## src/rtl/sq_pkg.sv

```systemverilog
package sq_pkg;

  typedef enum logic [1:0] {
    SRCH_IDLE = 2'd0,
    SRCH_MISS = 2'd1,
    SRCH_HIT  = 2'd2,
    SRCH_WAIT = 2'd3
  } srch_e;

endpackage

```

## src/rtl/sq_ptrs.sv

```systemverilog
module sq_ptrs #(
  parameter int DEPTH = 8,
  localparam int IDXW = $clog2(DEPTH),
  localparam int PW   = IDXW + 1
) (
  input  logic          clk,
  input  logic          rst_n,
  input  logic          alloc_req,
  input  logic          retire_req,
  input  logic          flush_req,
  input  logic [PW-1:0] flush_tail,
  output logic [PW-1:0] head_ptr,
  output logic [PW-1:0] tail_ptr,
  output logic [PW-1:0] count,
  output logic          full,
  output logic          empty,
  output logic          alloc_fire,
  output logic          retire_fire
);

  function automatic logic [PW-1:0] ptr_gap(input logic [PW-1:0] hi, input logic [PW-1:0] lo);
    return hi - lo;
  endfunction

  assign count       = ptr_gap(tail_ptr, head_ptr);
  assign full        = (count == PW'(DEPTH));
  assign empty       = (count == '0);
  assign alloc_fire  = alloc_req && !full && !flush_req;
  assign retire_fire = retire_req && !empty;

  always_ff @(posedge clk) begin
    if (!rst_n) begin
      head_ptr <= '0;
      tail_ptr <= '0;
    end else begin
      if (retire_fire) head_ptr <= head_ptr + PW'(1);
      if (flush_req)       tail_ptr <= flush_tail;
      else if (alloc_fire) tail_ptr <= tail_ptr + PW'(1);
    end
  end

  AST_NO_OVERFLOW: assert property (@(posedge clk) disable iff (!rst_n)
    count <= PW'(DEPTH));
  AST_FULL_HOLD: assert property (@(posedge clk) disable iff (!rst_n)
    (full && alloc_req && !flush_req) |=> $stable(tail_ptr));
  AST_EMPTY_HOLD: assert property (@(posedge clk) disable iff (!rst_n)
    (empty && retire_req) |=> $stable(head_ptr));
  AST_FLUSH_SPAN: assert property (@(posedge clk) disable iff (!rst_n)
    flush_req |-> (ptr_gap(flush_tail, head_ptr) <= count));
  AST_FLUSH_TAIL: assert property (@(posedge clk) disable iff (!rst_n)
    flush_req |=> (tail_ptr == $past(flush_tail)));

endmodule

```

## src/rtl/sq_entries.sv

```systemverilog
module sq_entries #(
  parameter int DEPTH = 8,
  parameter int AW    = 32,
  parameter int DW    = 32,
  localparam int IDXW = $clog2(DEPTH)
) (
  input  logic                      clk,
  input  logic                      rst_n,
  input  logic                      alloc_fire,
  input  logic [IDXW-1:0]           alloc_idx,
  input  logic                      aw_we,
  input  logic [IDXW-1:0]           aw_idx,
  input  logic [AW-1:0]             aw_addr,
  input  logic                      dw_we,
  input  logic [IDXW-1:0]           dw_idx,
  input  logic [DW-1:0]             dw_data,
  output logic [DEPTH-1:0]          addr_ok,
  output logic [DEPTH-1:0]          data_ok,
  output logic [DEPTH-1:0][AW-1:0]  addr_q,
  output logic [DEPTH-1:0][DW-1:0]  data_q
);

  for (genvar e = 0; e < DEPTH; e++) begin : g_ent
    logic take, aset, dset;
    assign take = alloc_fire && (alloc_idx == IDXW'(e));
    assign aset = aw_we && (aw_idx == IDXW'(e));
    assign dset = dw_we && (dw_idx == IDXW'(e));

    always_ff @(posedge clk) begin
      if (!rst_n) begin
        addr_ok[e] <= 1'b0;
        data_ok[e] <= 1'b0;
        addr_q[e]  <= '0;
        data_q[e]  <= '0;
      end else begin
        if (aset)      addr_ok[e] <= 1'b1;
        else if (take) addr_ok[e] <= 1'b0;
        if (dset)      data_ok[e] <= 1'b1;
        else if (take) data_ok[e] <= 1'b0;
        if (aset) addr_q[e] <= aw_addr;
        if (dset) data_q[e] <= dw_data;
      end
    end
  end

  AST_ADDR_WRITE: assert property (@(posedge clk) disable iff (!rst_n)
    aw_we |=> (addr_ok[$past(aw_idx)] && addr_q[$past(aw_idx)] == $past(aw_addr)));
  AST_DATA_WRITE: assert property (@(posedge clk) disable iff (!rst_n)
    dw_we |=> (data_ok[$past(dw_idx)] && data_q[$past(dw_idx)] == $past(dw_data)));
  AST_ALLOC_CLEAR: assert property (@(posedge clk) disable iff (!rst_n)
    (alloc_fire && !(aw_we && aw_idx == alloc_idx)) |=> !addr_ok[$past(alloc_idx)]);

endmodule

```

## src/rtl/sq_pick.sv

```systemverilog
module sq_pick #(
  parameter int DEPTH = 8,
  localparam int IDXW = $clog2(DEPTH)
) (
  input  logic [IDXW-1:0]  head_idx,
  input  logic [DEPTH-1:0] cand,
  output logic             found,
  output logic [IDXW-1:0]  sel_idx
);

  // Walk from the head (oldest) upward; the last candidate seen is the youngest.
  always_comb begin
    logic [IDXW-1:0] j;
    found   = 1'b0;
    sel_idx = head_idx;
    for (int k = 0; k < DEPTH; k++) begin
      j = head_idx + IDXW'(k);
      if (cand[j]) begin
        found   = 1'b1;
        sel_idx = j;
      end
    end
  end

endmodule

```

## src/rtl/sq_fwd_search.sv

```systemverilog
module sq_fwd_search #(
  parameter int DEPTH = 8,
  parameter int AW    = 32,
  parameter int DW    = 32,
  localparam int IDXW = $clog2(DEPTH),
  localparam int PW   = IDXW + 1
) (
  input  logic            clk,
  input  logic            rst_n,
  input  logic            alloc_req,
  output logic [IDXW-1:0] alloc_idx,
  output logic            sq_full,
  output logic            sq_empty,
  output logic [PW-1:0]   sq_count,
  input  logic            aw_we,
  input  logic [IDXW-1:0] aw_idx,
  input  logic [AW-1:0]   aw_addr,
  input  logic            dw_we,
  input  logic [IDXW-1:0] dw_idx,
  input  logic [DW-1:0]   dw_data,
  input  logic            retire_req,
  input  logic            flush_req,
  input  logic [PW-1:0]   flush_tail,
  input  logic            ld_req,
  input  logic [PW-1:0]   ld_tag,
  input  logic [AW-1:0]   ld_addr,
  output logic            fwd_hit,
  output logic            fwd_wait,
  output logic            fwd_miss,
  output logic [DW-1:0]   fwd_data,
  output logic            older_unknown
);
  import sq_pkg::*;

  logic [PW-1:0]          head_ptr, tail_ptr;
  logic                   alloc_fire, retire_fire;
  logic [DEPTH-1:0]       addr_ok, data_ok;
  logic [DEPTH-1:0][AW-1:0] addr_q;
  logic [DEPTH-1:0][DW-1:0] data_q;
  logic [IDXW-1:0]        head_idx;
  logic [PW-1:0]          span_raw, span_eff;
  logic [DEPTH-1:0]       older, cand;
  logic                   found;
  logic [IDXW-1:0]        sel_idx;
  srch_e                  srch;

  function automatic logic [IDXW-1:0] slot_off(input logic [IDXW-1:0] idx, input logic [IDXW-1:0] hd);
    return idx - hd;
  endfunction

  function automatic logic [PW-1:0] age_span(input logic [PW-1:0] tag, input logic [PW-1:0] hd,
                                             input logic [PW-1:0] live);
    logic [PW-1:0] s;
    s = tag - hd;
    return (s > live) ? live : s;
  endfunction

  sq_ptrs #(.DEPTH(DEPTH)) u_ptrs (
    .clk(clk), .rst_n(rst_n), .alloc_req(alloc_req), .retire_req(retire_req),
    .flush_req(flush_req), .flush_tail(flush_tail), .head_ptr(head_ptr),
    .tail_ptr(tail_ptr), .count(sq_count), .full(sq_full), .empty(sq_empty),
    .alloc_fire(alloc_fire), .retire_fire(retire_fire)
  );

  assign alloc_idx = tail_ptr[IDXW-1:0];
  assign head_idx  = head_ptr[IDXW-1:0];

  sq_entries #(.DEPTH(DEPTH), .AW(AW), .DW(DW)) u_ent (
    .clk(clk), .rst_n(rst_n), .alloc_fire(alloc_fire), .alloc_idx(alloc_idx),
    .aw_we(aw_we), .aw_idx(aw_idx), .aw_addr(aw_addr),
    .dw_we(dw_we), .dw_idx(dw_idx), .dw_data(dw_data),
    .addr_ok(addr_ok), .data_ok(data_ok), .addr_q(addr_q), .data_q(data_q)
  );

  assign span_raw = ld_tag - head_ptr;
  assign span_eff = age_span(ld_tag, head_ptr, sq_count);

  for (genvar e = 0; e < DEPTH; e++) begin : g_cmp
    assign older[e] = ({1'b0, slot_off(IDXW'(e), head_idx)} < span_eff);
    assign cand[e]  = older[e] && addr_ok[e] && (addr_q[e] == ld_addr);
  end

  sq_pick #(.DEPTH(DEPTH)) u_pick (
    .head_idx(head_idx), .cand(cand), .found(found), .sel_idx(sel_idx)
  );

  always_comb begin
    if (!ld_req)             srch = SRCH_IDLE;
    else if (!found)         srch = SRCH_MISS;
    else if (data_ok[sel_idx]) srch = SRCH_HIT;
    else                     srch = SRCH_WAIT;
  end

  assign fwd_hit       = (srch == SRCH_HIT);
  assign fwd_wait      = (srch == SRCH_WAIT);
  assign fwd_miss      = (srch == SRCH_MISS);
  assign fwd_data      = fwd_hit ? data_q[sel_idx] : '0;
  assign older_unknown = ld_req && |(older & ~addr_ok);

  AST_ONE_STATUS: assert property (@(posedge clk) disable iff (!rst_n)
    ld_req |-> ($countones({fwd_hit, fwd_wait, fwd_miss}) == 1));
  AST_QUIET_IDLE: assert property (@(posedge clk) disable iff (!rst_n)
    !ld_req |-> ({fwd_hit, fwd_wait, fwd_miss, older_unknown} == 4'b0));
  AST_PICK_OLDER: assert property (@(posedge clk) disable iff (!rst_n)
    (fwd_hit || fwd_wait) |-> ({1'b0, slot_off(sel_idx, head_idx)} < span_raw));
  AST_PICK_ADDR: assert property (@(posedge clk) disable iff (!rst_n)
    (fwd_hit || fwd_wait) |-> (addr_ok[sel_idx] && addr_q[sel_idx] == ld_addr));
  AST_MISS_ZERO: assert property (@(posedge clk) disable iff (!rst_n)
    !fwd_hit |-> (fwd_data == '0));
  AST_EMPTY_MISS: assert property (@(posedge clk) disable iff (!rst_n)
    (ld_req && sq_empty) |-> (fwd_miss && !older_unknown));

endmodule

```

## config.mk

```make
export PLATFORM = sky130hd
export DESIGN_NAME = sq_fwd_search
export DESIGN_NICKNAME = d
export VERILOG_FILES = /design/src/rtl/sq_pkg.sv /design/src/rtl/sq_ptrs.sv /design/src/rtl/sq_entries.sv /design/src/rtl/sq_pick.sv /design/src/rtl/sq_fwd_search.sv
export SDC_FILE = /design/constraint.sdc
export NUM_CORES = 2
export LEC_CHECK = 0
export ABC_CLOCK_PERIOD_IN_PS = 9700
export BUFFER_PORTS_ARGS = -buffer_cell sky130_fd_sc_hd__buf_2
export CELL_PAD_IN_SITES_DETAIL_PLACEMENT = 0
export CELL_PAD_IN_SITES_GLOBAL_PLACEMENT = 1
export CORE_UTILIZATION = 44
export CTS_CLUSTER_SIZE = 40
export DETAILED_ROUTE_END_ITERATION = 6
export GPL_TIMING_DRIVEN = 0
export PLACE_DENSITY_LB_ADDON = 0.05
export SYNTH_ARGS = -nofsm -noshare
export SYNTH_HDL_FRONTEND = slang
export SYNTH_SLANG_ARGS = --single-unit
```

## constraint.sdc

```tcl
create_clock -name clk -period 9.7 [get_ports clk]
set_input_delay 1.94 -clock clk [delete_from_list [all_inputs] [get_ports clk]]
set_output_delay 1.94 -clock clk [all_outputs]
set_load 0.005 [all_outputs]
```

==> parameters.txt <==
Parameter                              Value

Outcome
  Run status    finished, final reports clean

Setup path
  Delay contributed by the slowest stage of the critical path    0.53 ns
  Worst setup endpoint    fwd_data[28]
  Crit. Startpoint    ld_tag[0]
  Crit. End Element    output port
  Kind of start point of the critical path    input pin
  Reg-to-reg slack, setup    5.64 ns
  Critical Setup Path Class    input pin to output port
  Slowest-stage cell, CP    sky130_fd_sc_hd__mux4_2
  Critical-path maximum fanout    10
  R2r startpoint    u_ptrs.head_ptr[0]
  Number of cells traversed by the worst register-to-register path    12
  Critical path's most frequent cell    sky130_fd_sc_hd__mux2_4
  R2r endpoint    u_ptrs.head_ptr[1]
  Endpoint required time on the critical path    around 7.8 ns
  Data arrival, critical path    between 7 and 8 ns

Timing
  Number of max-slew violations in the final report    0
  Max-slew headroom at the worst pin    5.80%
  Fmax    between 100 and 150 MHz
  Worst Clk Skew    slightly above 0.006 ns
  Worst-margin pin slew    1.40 ns
  Period minus WS final    about 9.6 ns
  TNS Setup    0 ns
  Portion of the clock cycle consumed by the worst path in the final layout    98.8%
  Hold violation total from the final report    0
  Final count of negative-setup-slack endpoints    0

Place
  Number of buffers inserted by port buffering    60
  Routability cong.    0.911
  HPWL after DPL    76900 um
  Total cell area at the placement stage    0.0292 mm^2

CTS
  Maximum count of clock buffers along a single path    3
  Number of sinks driven by the clock tree    536
  Buffer type at the clock tree root    sky130_fd_sc_hd__clkbuf_16
  CTS H-tree lvls    2
  CTS tree    done
  Clock slew seen by the registers of the worst setup and hold paths    0.06 ns
  Latest clock arrival within the worst-skew pair    ~0.62 ns
  Hold-fix buffers, CTS    0
  Total CTS buffers    61

Logic synthesis
  Top cell type by total area after synthesis    sky130_fd_sc_hd__dfxtp_1
  Count of different cell masters after synthesis    83
  Syn. warnings    0
  Total nets after synthesis    3595
  Mean cell area of the mapped netlist    8.07 um^2
  Cell Area, Synth    0.0278 mm^2
  Post-synthesis cell count    3449
  Sequential fraction of the synthesis area    approximately 39%
  Async set-or-reset flop fraction in the synthesized netlist    0%
  Synthesized flop and latch total    536
  Top_reg_cell synth    sky130_fd_sc_hd__dfxtp_1
  Most frequent cells after synthesis    sky130_fd_sc_hd__nand2_1 (1087), sky130_fd_sc_hd__dfxtp_1 (536), sky130_fd_sc_hd__a21boi_0 (515)
  Number of enable-type register cells in the synthesized netlist    0
  Share of the synthesized area in the top cell type    38.6%
  Ranking of synthesized cells by area    sky130_fd_sc_hd__dfxtp_1 (39%), sky130_fd_sc_hd__nand2_1 (15%), sky130_fd_sc_hd__a21boi_0 (14%), sky130_fd_sc_hd__xnor2_1 (7.0%), sky130_fd_sc_hd__mux2i_1 (5.1%)
  Most frequent cell after synthesis    sky130_fd_sc_hd__nand2_1

Routing
  Average vias per placed instance    5.61
  Remaining antenna violation count after routing    0
  Starting DRT DRC Count    2342
  Residual DRC count    0
  Via count    25209
  Wire length per cell    23.6 um
  First-pass iteration count of the detailed router    6
  Routed WL    106000 um

Layout
  Post-route cell area    0.0321 mm^2
  Proportion of layout cells with a drive suffix above 1    between 10% and 20%
  Layout overhead on the synthesized area    15.4%
  Count of nets after finishing    roughly 3800

Floorplan
  Floorplan core area    just over 0.06 mm^2
  Horiz. Die Dim    between 200 and 300 um
  Die Ht    253 um
  Effective utilization at floorplan    roughly 45%
  Die Footprint    approximately 0.064 mm^2
  Core Rows    91
  IO Pins    roughly 160

Min path
  Worst hold-check path type    flip-flop to flip-flop

Global routing
  Maximum number of pins on one net before global-route repair    17
  Overall global routing resource usage    32.5%
  Wire length of the first global-routing pass    154000 um
  Global route total overflow    0
  Initial antenna violation count    4
  Vias in the first global route    24063

Power and ir drop
  Pwr per Cell Area    about 230 mW/mm^2
  Combinational Power Share    36.0%
  Power share of the clock group    32.9%
  Portion of total power attributed to sequential cells    roughly 31%
  Leak    approximately 11 nW
  Peak supply drop    0.000158 V
  Net Sw Frac    36.5%
  Internal power summed over all cells    about 4.7 mW
  Switching power summed over all nets    2.69 mW

Job
  Max Cap Violations    0
power groups by stage:
stage	sequential, mW	clock, mW	combinational, mW
after global placement	2.34	0	2.19
after floorplan	2.33	0	1.50
after detailed placement	2.34	0	2.20
final	2.29	2.43	2.65
after global routing	2.30	2.54	2.79
after CTS	2.29	2.45	2.50
cells by family after synthesis:
group | synth area share [%]
muxes | 6.22
xor gates and xnor gates | 8.36
and+or+nand+nor | 20.0
adders and majority gates | 1.39
buffers and inverters | 5.08
AOI/OAI and AO/OA | 20.4
DFF | 38.6
registers in the layout, summed over array words and instances, names as in the netlist:
| name | flops |
|---|---|
| u_ptrs.tail_ptr | 4 |
| u_ent.data_ok | 8 |
| u_ent.addr_ok | 8 |
| u_ptrs.head_ptr | 4 |
| u_ent.addr_q | 256 |
| u_ent.data_q | 256 |
cells in the final DEF (no fill, tap or decap), types with 14 or more instances in the layout:
cell,n
sky130_fd_sc_hd__nand3_1,29
sky130_fd_sc_hd__clkbuf_16,64
sky130_fd_sc_hd__o22ai_1,57
sky130_fd_sc_hd__clkbuf_2,30
sky130_fd_sc_hd__clkinv_2,14
sky130_fd_sc_hd__nand2_1,1085
sky130_fd_sc_hd__nand4_1,67
sky130_fd_sc_hd__inv_1,24
sky130_fd_sc_hd__clkbuf_8,16
sky130_fd_sc_hd__nor3_1,15
sky130_fd_sc_hd__buf_2,106
sky130_fd_sc_hd__nor2b_1,29
sky130_fd_sc_hd__buf_4,37
sky130_fd_sc_hd__o21ai_0,20
sky130_fd_sc_hd__xor2_1,41
sky130_fd_sc_hd__dfxtp_1,536
sky130_fd_sc_hd__and2_1,14
sky130_fd_sc_hd__clkbuf_1,215
sky130_fd_sc_hd__a21boi_0,515
sky130_fd_sc_hd__nor4_1,16
sky130_fd_sc_hd__xnor2_1,219
sky130_fd_sc_hd__nor2_1,51
sky130_fd_sc_hd__a21oi_1,39
sky130_fd_sc_hd__nand2b_1,14
sky130_fd_sc_hd__o21a_1,37
sky130_fd_sc_hd__mux2i_1,136
sky130_fd_sc_hd__ha_1,24
area by class of cell:
| type | count | area (um^2) |
|---|---|---|
| Clock inverter | 22 | 273 |
| Fill cell | 5992 | 29900 |
| Antenna cell | 1 | 2.50 |
| Buffer | 307 | 1420 |
| Tap cell | 837 | 1050 |
| Clock buffer | 91 | 1830 |
| Sequential cell | 536 | 10700 |
| Timing Repair Buffer | 94 | 597 |
| Multi-Input combinational cell | 2576 | 16100 |
| Inverter | 31 | 119 |
metal layers:
layer	wire (um)	part of all wire, %	global-route usage [%]
met5	27	0.025	0
met4	3820	3.6	12.2
met3	6780	6.4	4.80
met2	47200	45	51.2
met1	48200	45	44.9
critical path, delay by kind of cell:
kind                     cells  cell delay (ns)
buffers and inverters        7             0.78
adder cells (fa/ha/maj)      5             1.62
AO/OA/AOI/OAI                8             1.60
AND/OR/NAND/NOR              1             0.12
multiplexers                 4             1.58
metrics by stage:
stage                     utilization (%)  worst slack, ns  hold WS, ns  instances  total power, mW
after detailed placement             47.0           -0.963        0.456       4347             4.54
after global placement               47.0           -0.980        0.450       4346             4.52
after global routing                 51.7          -0.0210        0.480       4494             7.63
after floorplan                         -            0.733        0.443       3449             3.83
final                                51.7            0.112        0.462       4495             7.37
after CTS                            51.4           0.0294        0.464       4482             7.24
what timing repair did:
action | CTS | global route
setup endpoints to repair | 34 | 33
cloned | 1 | 2
pin swaps | 15 | 6
setup buffers | 21 | 10
gates resized for setup | 96 | 32
worst min path at each step:
| stage | depth (start not counted) | slack, ns | startpoint | end |
|---|---|---|---|---|
| finish | 2 | 0.46 | u_ent.data_q[67] | u_ent.data_q[67] |
| CTS | 2 | 0.46 | u_ent.data_q[145] | u_ent.data_q[145] |
| detailed placement | 2 | 0.46 | u_ent.data_q[145] | u_ent.data_q[145] |
| floorplan | 2 | 0.44 | u_ent.data_q[130] | u_ent.data_q[130] |
| global placement | 2 | 0.45 | u_ent.data_q[28] | u_ent.data_q[28] |
| global route | 2 | 0.48 | u_ent.data_q[145] | u_ent.data_q[145] |
Note: power is estimated with default switching activity, not from simulation.
